--- src/rtl/rxlt_pkg.sv ---
package rxlt_pkg;
   typedef enum logic [1:0] {
      ACC_B1  = 2'b00,
      ACC_B2  = 2'b01,
      ACC_B4  = 2'b10,
      ACC_RSV = 2'b11
   } acc_width_e;

   // Bytes moved by one port access; the reserved code counts as one byte.
   function automatic logic [2:0] step_bytes(input logic [1:0] code);
      case (acc_width_e'(code))
         ACC_B2:  step_bytes = 3'd2;
         ACC_B4:  step_bytes = 3'd4;
         default: step_bytes = 3'd1;
      endcase
   endfunction
endpackage

--- src/rtl/rxlt_plane_bank.sv ---
module rxlt_plane_bank #(
   parameter int LEN_W = 12
) (
   input  logic                      clk,
   input  logic                      rst_n,
   input  logic                      dbl_mode,
   input  logic                      wr_en,
   input  logic [LEN_W-1:0]          wr_len,
   input  logic                      rel_en,
   input  logic                      rel_plane,
   output logic [1:0]                full,
   output logic [1:0][LEN_W-1:0]     len
);
   localparam int NPL = 2;

   logic wr_sel_q;
   logic target;
   logic accept;

   assign target = dbl_mode ? wr_sel_q : 1'b0;
   assign accept = wr_en && !full[target];

   always_ff @(posedge clk or negedge rst_n) begin
      if (!rst_n)                  wr_sel_q <= 1'b0;
      else if (accept && dbl_mode) wr_sel_q <= ~wr_sel_q;
   end

   for (genvar i = 0; i < NPL; i++) begin : g_plane
      always_ff @(posedge clk or negedge rst_n) begin
         if (!rst_n) begin
            full[i] <= 1'b0;
            len[i]  <= '0;
         end else if (accept && (target == 1'(i))) begin
            full[i] <= 1'b1;
            len[i]  <= wr_len;
         end else if (rel_en && (rel_plane == 1'(i))) begin
            full[i] <= 1'b0;
         end
      end

      // A full plane keeps its length until it is released.
      assert_len_hold_R9: assert property (@(posedge clk) disable iff (!rst_n)
         (full[i] && !(rel_en && rel_plane == 1'(i))) |=> (full[i] && $stable(len[i])));
   end
endmodule

--- src/rtl/rxlt_read_ctrl.sv ---
module rxlt_read_ctrl
   import rxlt_pkg::*;
#(
   parameter int LEN_W = 12
) (
   input  logic                      clk,
   input  logic                      rst_n,
   input  logic                      dbl_mode,
   input  logic                      cnt_mode,
   input  logic                      hold_clr,
   input  logic                      rd_stb,
   input  logic [1:0]                rd_width,
   input  logic                      buf_clr,
   input  logic [1:0]                full,
   input  logic [1:0][LEN_W-1:0]     len,
   output logic                      rel_en,
   output logic                      rel_plane,
   output logic [LEN_W-1:0]          raw_len
);
   logic             rd_sel_q;
   logic             held_q;
   logic [LEN_W-1:0] cons_q;

   logic             cur_full;
   logic [LEN_W-1:0] cur_len;
   logic [LEN_W-1:0] rem;
   logic [LEN_W-1:0] step;
   logic [LEN_W-1:0] after;
   logic             rd_ok;
   logic             drain;
   logic             hold_keep;

   always_comb begin
      cur_full  = full[rd_sel_q];
      cur_len   = len[rd_sel_q];
      rem       = (cur_len > cons_q) ? (cur_len - cons_q) : '0;
      step      = LEN_W'(step_bytes(rd_width));
      after     = (rem > step) ? (rem - step) : '0;
      rd_ok     = rd_stb && cur_full && !held_q;
      drain     = rd_ok && (after == '0);
      hold_keep = hold_clr && !cnt_mode;
      rel_en    = cur_full && (buf_clr || (drain && !hold_keep));
      rel_plane = rd_sel_q;
      if (!cur_full)     raw_len = '0;
      else if (cnt_mode) raw_len = rem;
      else               raw_len = cur_len;
   end

   always_ff @(posedge clk or negedge rst_n) begin
      if (!rst_n) begin
         rd_sel_q <= 1'b0;
         held_q   <= 1'b0;
         cons_q   <= '0;
      end else if (rel_en) begin
         rd_sel_q <= dbl_mode ? ~rd_sel_q : 1'b0;
         held_q   <= 1'b0;
         cons_q   <= '0;
      end else if (drain && hold_keep) begin
         held_q   <= 1'b1;
      end else if (rd_ok) begin
         cons_q   <= cons_q + step;
      end
   end

   assert_sel_move_R8: assert property (@(posedge clk) disable iff (!rst_n)
      !rel_en |=> $stable(rd_sel_q));
   assert_held_full_R3: assert property (@(posedge clk) disable iff (!rst_n)
      held_q |-> full[rd_sel_q]);
   assert_rem_bound_R6: assert property (@(posedge clk) disable iff (!rst_n)
      raw_len <= len[rd_sel_q]);
   assert_clr_release_R10: assert property (@(posedge clk) disable iff (!rst_n)
      (buf_clr && full[rd_sel_q]) |=> (!held_q && cons_q == '0));
endmodule

--- src/rtl/rxlt_delay_line.sv ---
module rxlt_delay_line #(
   parameter int W      = 12,
   parameter int STAGES = 10
) (
   input  logic         clk,
   input  logic         rst_n,
   input  logic [W-1:0] din,
   output logic [W-1:0] dout
);
   if (STAGES < 0) begin : g_bad_depth
      $error("rxlt_delay_line: STAGES must not be negative");
   end

   if (STAGES == 0) begin : g_thru
      assign dout = din;
   end else begin : g_pipe
      logic [STAGES-1:0][W-1:0] stg;
      always_ff @(posedge clk or negedge rst_n) begin
         if (!rst_n) stg[0] <= '0;
         else        stg[0] <= din;
      end
      for (genvar k = 1; k < STAGES; k++) begin : g_stage
         always_ff @(posedge clk or negedge rst_n) begin
            if (!rst_n) stg[k] <= '0;
            else        stg[k] <= stg[k-1];
         end
      end
      assign dout = stg[STAGES-1];
   end
endmodule

--- src/rtl/rxlt_len_tracker.sv ---
module rxlt_len_tracker #(
   parameter int LEN_W = 12,
   parameter int LAT   = 10
) (
   input  logic             clk,
   input  logic             rst_n,
   input  logic             dbl_mode,
   input  logic             cnt_mode,
   input  logic             hold_clr,
   input  logic             pkt_done,
   input  logic [LEN_W-1:0] pkt_len,
   input  logic             rd_stb,
   input  logic [1:0]       rd_width,
   input  logic             buf_clr,
   output logic [LEN_W-1:0] len_field
);
   if (LEN_W < 3) begin : g_bad_width
      $error("rxlt_len_tracker: LEN_W must hold a 4-byte step");
   end
   if (LAT < 1) begin : g_bad_lat
      $error("rxlt_len_tracker: LAT must be at least 1");
   end

   logic [1:0]            full;
   logic [1:0][LEN_W-1:0] len;
   logic                  rel_en;
   logic                  rel_plane;
   logic [LEN_W-1:0]      raw_len;
   logic [LEN_W-1:0]      dly_len;

   rxlt_plane_bank #(.LEN_W(LEN_W)) u_bank (
      .clk(clk), .rst_n(rst_n), .dbl_mode(dbl_mode),
      .wr_en(pkt_done), .wr_len(pkt_len),
      .rel_en(rel_en), .rel_plane(rel_plane),
      .full(full), .len(len)
   );

   rxlt_read_ctrl #(.LEN_W(LEN_W)) u_rd (
      .clk(clk), .rst_n(rst_n), .dbl_mode(dbl_mode), .cnt_mode(cnt_mode),
      .hold_clr(hold_clr), .rd_stb(rd_stb), .rd_width(rd_width),
      .buf_clr(buf_clr), .full(full), .len(len),
      .rel_en(rel_en), .rel_plane(rel_plane), .raw_len(raw_len)
   );

   rxlt_delay_line #(.W(LEN_W), .STAGES(LAT)) u_dly (
      .clk(clk), .rst_n(rst_n), .din(raw_len), .dout(dly_len)
   );

   assign len_field = cnt_mode ? dly_len : raw_len;

   assert_reset_empty_R1: assert property (@(posedge clk) disable iff (!rst_n)
      $rose(rst_n) |-> (full == 2'b00));
endmodule

--- config.mk ---
export PLATFORM = sky130hd
export DESIGN_NAME = rxlt_len_tracker
export DESIGN_NICKNAME = d
export VERILOG_FILES = /design/src/rtl/rxlt_pkg.sv /design/src/rtl/rxlt_plane_bank.sv /design/src/rtl/rxlt_read_ctrl.sv /design/src/rtl/rxlt_delay_line.sv /design/src/rtl/rxlt_len_tracker.sv
export SDC_FILE = /design/constraint.sdc
export NUM_CORES = 1
export LEC_CHECK = 0
export BUFFER_PORTS_ARGS = -buffer_cell sky130_fd_sc_hd__buf_2
export CAP_MARGIN = 20
export CORE_MARGIN = 4
export CORE_UTILIZATION = 40
export CTS_BUF_LIST = sky130_fd_sc_hd__clkbuf_4 sky130_fd_sc_hd__clkbuf_8 sky130_fd_sc_hd__clkbuf_16
export DETAILED_ROUTE_END_ITERATION = 10
export PLACE_DENSITY = 0.53
export SYNTH_ARGS = -nofsm -noshare
export SYNTH_HDL_FRONTEND = slang
export SYNTH_SLANG_ARGS = --single-unit
--- constraint.sdc ---
create_clock -name clk -period 5.65 [get_ports clk]
set_input_delay 0.8475 -clock clk [delete_from_list [all_inputs] [get_ports clk]]
set_output_delay 0.8475 -clock clk [all_outputs]
set_load 0.01 [all_outputs]
Word-level counts from Yosys, hierarchy flattened:

Cells that the tools add are included.
W data, S select, Z words.

* register bits after elaboration: 161
* input port bits: 22
* output and inout port bits: 12
* word-level logic and storage cells: 78

* muxes and demuxes: 23
* reduce and logical (&&, ||, !) cells: 24
* magnitude comparators: 4
* bitwise gates (word level): 3
* equality and inequality tests: 3
* add/subtract/negate cells: 3

Operators with widths (count)
* $mux W12: 10
* $logic_and A1 B1 Y1: 13
* $add A12 B3 Y12: 1
* $gt A12 B12 Y1: 1
* $gt A12 B3 Y1: 1
* $logic_not A12 Y1: 1
* $mux W1: 12
* $sub A12 B12 Y12: 1
* $sub A12 B3 Y12: 1
* $reduce_bool A2 Y1: 4
* $pmux W3 S2: 1
* $logic_not A1 Y1: 4
* $lt A1 B2 Y1 const B: 2
* $not A1 Y1: 3
* $eq A2 B1 Y1 const B: 1
* $eq A2 B2 Y1 const B: 1
* $ne A2 B2 Y1 const B: 1
* $reduce_and A2 Y1: 1
* $logic_or A1 B1 Y1: 1

Longest topological paths before layout:

* depth after elaboration: 14
* depth in mapped cells: 22
* depth with buffers taken out: 19

By module:

A second synthesis with hierarchy kept.

* cell total of the unflattened synthesis: 499
* area total of the unflattened synthesis: 6583.8 sq um

By module, submodules not included
* rxlt_delay_line: area an instance 3093.0 sq um, sequential area each 3002.9 sq um, instances 1, cells each 132
* rxlt_read_ctrl: area an instance 2210.9 sq um, sequential area each 350.3 sq um, instances 1, cells each 288
* rxlt_plane_bank: area an instance 1096.1 sq um, sequential area each 675.6 sq um, instances 1, cells each 66
* rxlt_len_tracker: area an instance 183.9 sq um, sequential area each 0.0 sq um, instances 1, cells each 13

Worst setup path after synthesis:

No wires, ideal clock.

* kind: register to register
* from: reg u_rd.rd_sel_q (netlist: u_rd.rel_plane)
* to: reg u_rd.cons_q[1]
* arrival time: 4775 ps
* path slack: 754 ps
* path buffers: 4
* cell stages (with the launch flop): 20
* data required time: 5529 ps
* setup time: 121 ps
* clock period less this slack: 4896 ps
* path through: dfrtp_1 -> clkbuf_1 -> clkbuf_1 -> mux2_2 -> ha_1 -> a211o_1 -> o211ai_1 -> o211ai_1 -> o21ai_2 -> nor2_1 -> fa_1 -> xor2_1 -> or4b_1 -> a211oi_1 -> a41oi_2 -> o21ai_2 -> buf_6 -> buf_4 -> mux2i_1 -> nor2_1

* longest elaborated chain between the ends: 13
* elaborated cells on any way between the ends: 22
* classes of those cells: add/sub: 2; order compare: 2; eq/ne: 1; mux: 7; reduce/logical: 10

RTL lines
* start: declaration: RTL line rxlt_read_ctrl.sv:20 `logic rd_sel_q;`
* start signal: assignment: RTL line rxlt_read_ctrl.sv:55 `rd_sel_q <= dbl_mode ? ~rd_sel_q : 1'b0;`
* $mux W12 (not written as such) (2 in a row): RTL line rxlt_read_ctrl.sv:35 `cur_len = len[rd_sel_q];`
* $sub A12 B12 Y12 / $gt A12 B12 Y1 (equally long branches): RTL line rxlt_read_ctrl.sv:36 `rem = (cur_len > cons_q) ? (cur_len - cons_q) : '0;`
* $mux W12: RTL line rxlt_read_ctrl.sv:36
* $sub A12 B3 Y12 / $gt A12 B3 Y1 (equally long branches): RTL line rxlt_read_ctrl.sv:38 `after = (rem > step) ? (rem - step) : '0;`
* $mux W12: RTL line rxlt_read_ctrl.sv:38
* $logic_not A12 Y1: RTL line rxlt_read_ctrl.sv:40 `drain = rd_ok && (after == '0);`
* $logic_and A1 B1 Y1: RTL line rxlt_read_ctrl.sv:40
* $logic_and A1 B1 Y1: RTL line rxlt_read_ctrl.sv:42 `rel_en = cur_full && (buf_clr || (drain && !hold_keep));`
* $logic_or A1 B1 Y1: RTL line rxlt_read_ctrl.sv:42
* $logic_and A1 B1 Y1: RTL line rxlt_read_ctrl.sv:42
* $ne A2 B2 Y1 (no line) / $reduce_bool A2 Y1 (equally long branches)
* $reduce_and A2 Y1 (no line)
* end signal: assignment: RTL line rxlt_read_ctrl.sv:61 `cons_q <= cons_q + step;`
* end: declaration: RTL line rxlt_read_ctrl.sv:22 `logic [LEN_W-1:0] cons_q;`

Several ways; a longest one is shown, not always the timed one. The select of a mux whose other input is x is not followed.
A chain may end at the register's enable or synchronous reset.

Final worst setup path:

* from: reg u_rd.rd_sel_q (netlist: u_rd.rel_plane)
* to: reg u_rd.cons_q[6]

The elaborated chain is that of the path after synthesis.

==> impl_metrics.tcl <==
set metrics [dict create \
    cts_buffer_depth 2 \
    multiInputGateArea_sq_um 2290 \
    place_worst_setup_slack_ps 167 \
    syn-instance-count 525 \
    synth_edf_count 0 \
    grt_start_max_net_pins 86 \
    skew_ps 9.12 \
    critPathArrivalTime_ps 5610 \
    cts_made_buffers 17 \
    hold_buffers 0 \
    grt_pass1_vias 4158 \
    drtAntennaViolNets 0 \
    clk_pin_slew_worst_paths_ps 70 \
    overflow 0 \
    timing.fmax_ghz 0.190 \
    totalWireLength_um 13700 \
    synth_warnings 0 \
    worst_ir_drop_vdd_mv 0.502 \
    grt_use_met2_pct 23.6 \
    fin_ws_ps 377 \
    finalPower_mw 5.26 \
    antenna_found_initial 0 \
    cts-root-buf "clkbuf_16" \
    syn2layout_area_growth_pct 15.4 \
    switching_share_pct 41.1 \
    htree_levels 4 \
    hpwlAfterDp_um 9560 \
    run_status "finished clean" \
    grt_pass1_wl_um 22400 \
    synthDistinctLibCells 60 \
    internal_power_mw 3.10 \
    seqPwrFrac_pct 31.0 \
    dr.pass1.iters 4 \
    register_area_sq_um 4030 \
    pwr-share-comb_pct 47.7 \
    cts_num_sinks 161 \
    die_width_um 135 \
    core_area_sq_um 15900 \
    top_usage_layer "met2" \
    dp.cells 762 \
    viasPerCell 5.16 \
    antenna-diode-count 0 \
    cp_max_fo 22 \
    hold_viol 0 \
    postSynthAreaPerCell_sq_um 12.4 \
    async_reset_ff_share_pct 100 \
    ys_seq_area_share_pct 62.0 \
    cp-start-kind "flip-flop" \
    instances_no_fill 794 \
    finalCriticalPeriod_ps 5270 \
    drc_errors 0 \
    fillers 1460 \
    p_leak_nw 3.53 \
    dr_total_vias 4100 \
    place_congestion 0.884 \
    critPathKind "reg -> reg" \
    syn_area_sq_um 6500 \
    setup_viol 0 \
    grt_setup_unrepaired "false" \
    cp-end-kind "flip-flop" \
    wl_per_cell_um 17.2 \
    ioPinCount 34 \
    die_height_um 135 \
    tightest_slew_ps 898 \
    start_util_pct 40.9 \
    drt_iter0_drc 299 \
    whs_path_depth 0 \
    synth_nets 570 \
    hold_class "reg -> reg" \
    drive_gt1_share_pct 21.5 \
    cp_data_required_time_ps 5990 \
    grt_usage_pct 16.0 \
    p_clk_share_pct 21.3 \
    io_buffer_count 33 \
    clk_latency_ps 420 \
    grtUsageMet3_pct 3.45 \
    maxSlewViolCount 0 \
    reg2reg_depth 17 \
    fin_tns_setup_ps 0 \
    max_slew_margin_pct 40.1 \
    ys.flop_type "dfrtp_1" \
    synth-seq-cells 161 \
    rows 46 \
    max_cap_viol_count 0 \
    power.switching_mw 2.16 \
    die_area_sq_um 18400 \
    met1_usage_pct 23.6 \
    tritoncts "built" \
    power_per_cell_area_nw_per_um2 701 \
    min_period_over_period_pct 93.3 \
    finalNetCount 610 \
]
==> stage by stage <==
stage	utilization [%]	area (sq um)	hold WS, ps
floorplan	-	6500	331
global placement	43.4	6890	331
detailed placement	43.4	6900	335
CTS	47.2	7490	347
global route	47.2	7500	351
finish	47.2	7500	346
==> sequential cells by signal (all words and copies together), names as in the netlist <==
register and cells:
u_rd.rel_plane 1, u_bank.wr_sel_q 1, u_dly.g_pipe.stg 108, u_dly.dout 12, u_bank.full 2, u_rd.held_q 1
u_rd.cons_q 12, u_bank.len 24
==> synthesized netlist by cell type, types with 7 or more instances <==
| master | instances | area, sq um |
|---|---|---|
| mux2_2 | 35 | 394 |
| a21o_1 | 7 | 52.6 |
| nor2_1 | 34 | 128 |
| or4_1 | 8 | 60.1 |
| clkbuf_1 | 10 | 37.5 |
| a21oi_1 | 27 | 135 |
| ha_1 | 20 | 250 |
| o31ai_1 | 10 | 75.1 |
| nand3_1 | 7 | 35.0 |
| o21ai_0 | 19 | 95.1 |
| dfrtp_1 | 161 | 4030 |
| nand2_1 | 42 | 158 |
| inv_1 | 27 | 101 |
| a211oi_1 | 8 | 60.1 |
==> logic make-up after synthesis <==
kind of cell | Yosys count | synth area share (%)
muxes | 41 | 6.99
adders and majority gates | 23 | 4.77
xor gates and xnor gates | 6 | 0.924
and+or+nand+nor | 135 | 10.4
DFF | 161 | 62.0
buffers and inverters | 45 | 2.98
AOI/OAI and AO/OA | 114 | 12.0
==> worst max-delay path, cell delays in order, from the launching register on <==
cell and delay, ps:
dfrtp_2 620, mux2_2 440, ha_1 470, a21oi_1 240
o21a_1 150, o211ai_1 160, o21ai_4 300, nor2_1 150
fa_1 490, a21oi_1 340, nor3_1 90, o211ai_1 170
o221ai_1 160, a41oi_2 420, o21ai_2 100, buf_4 210
or4_1 520, a21oi_1 160
==> power by group through the flow <==
stage / Sequential, mW / Clock [mW] / Combinational [mW]
2_1_floorplan: 1.58 / 0 / 1.87
3_3_place_gp: 1.64 / 0 / 2.46
3_5_place_dp: 1.66 / 0 / 2.48
4_1_cts: 1.64 / 1.15 / 2.49
5_1_grt: 1.67 / 1.20 / 2.79
6_report: 1.63 / 1.12 / 2.51
==> routing by layer <==
layer / part of all wire, % / vias to the layer above
li1: - / 1934
met1: 48 / 2046
met2: 46 / 104
met3: 4.2 / 16
met4: 1.4 / 0
met5: 0 / -
==> final cells by class <==
class	count	share of cell area [%]
multi-input cells	319	30.5
clock buffers	19	6.04
inverters	27	1.35
well taps	216	3.60
flip-flops and latches	161	53.7
repair buffers	39	2.94
clock inverters	13	1.83
==> cells in the final DEF, fill, tap and decap left out, types with 7 or more instances in the layout <==
cell type / instances
nand2_1: 42
a211oi_1: 7
a21o_1: 7
dfrtp_1: 160
ha_1: 20
buf_2: 32
nor2_1: 34
or4_1: 8
inv_1: 27
clkbuf_16: 17
o21ai_0: 19
a21oi_1: 27
nand3_1: 7
mux2_2: 35
o31ai_1: 10
==> path summary, 6_finish.rpt <==
path,startpoint,endpoint,slack (ps)
setup / recovery,u_rd.rel_plane,u_rd.cons_q[6],380
hold / removal,u_dly.g_pipe.stg[80],u_dly.g_pipe.stg[92],350
setup reg to reg,u_rd.rel_plane,u_rd.cons_q[6],380
hold reg to reg,u_dly.g_pipe.stg[80],u_dly.g_pipe.stg[92],350
max in group asynchronous,rst_n,u_dly.g_pipe.stg[81],3740
min in group asynchronous,rst_n,u_dly.g_pipe.stg[75],480
==> timing repair <==
item | 4_1_cts | 5_1_grt
setup buffers | 0 | 0
gates resized for setup | 0 | 2
endpoints found under the setup margin | 0 | 15
(Power assumes the default switching activity.)
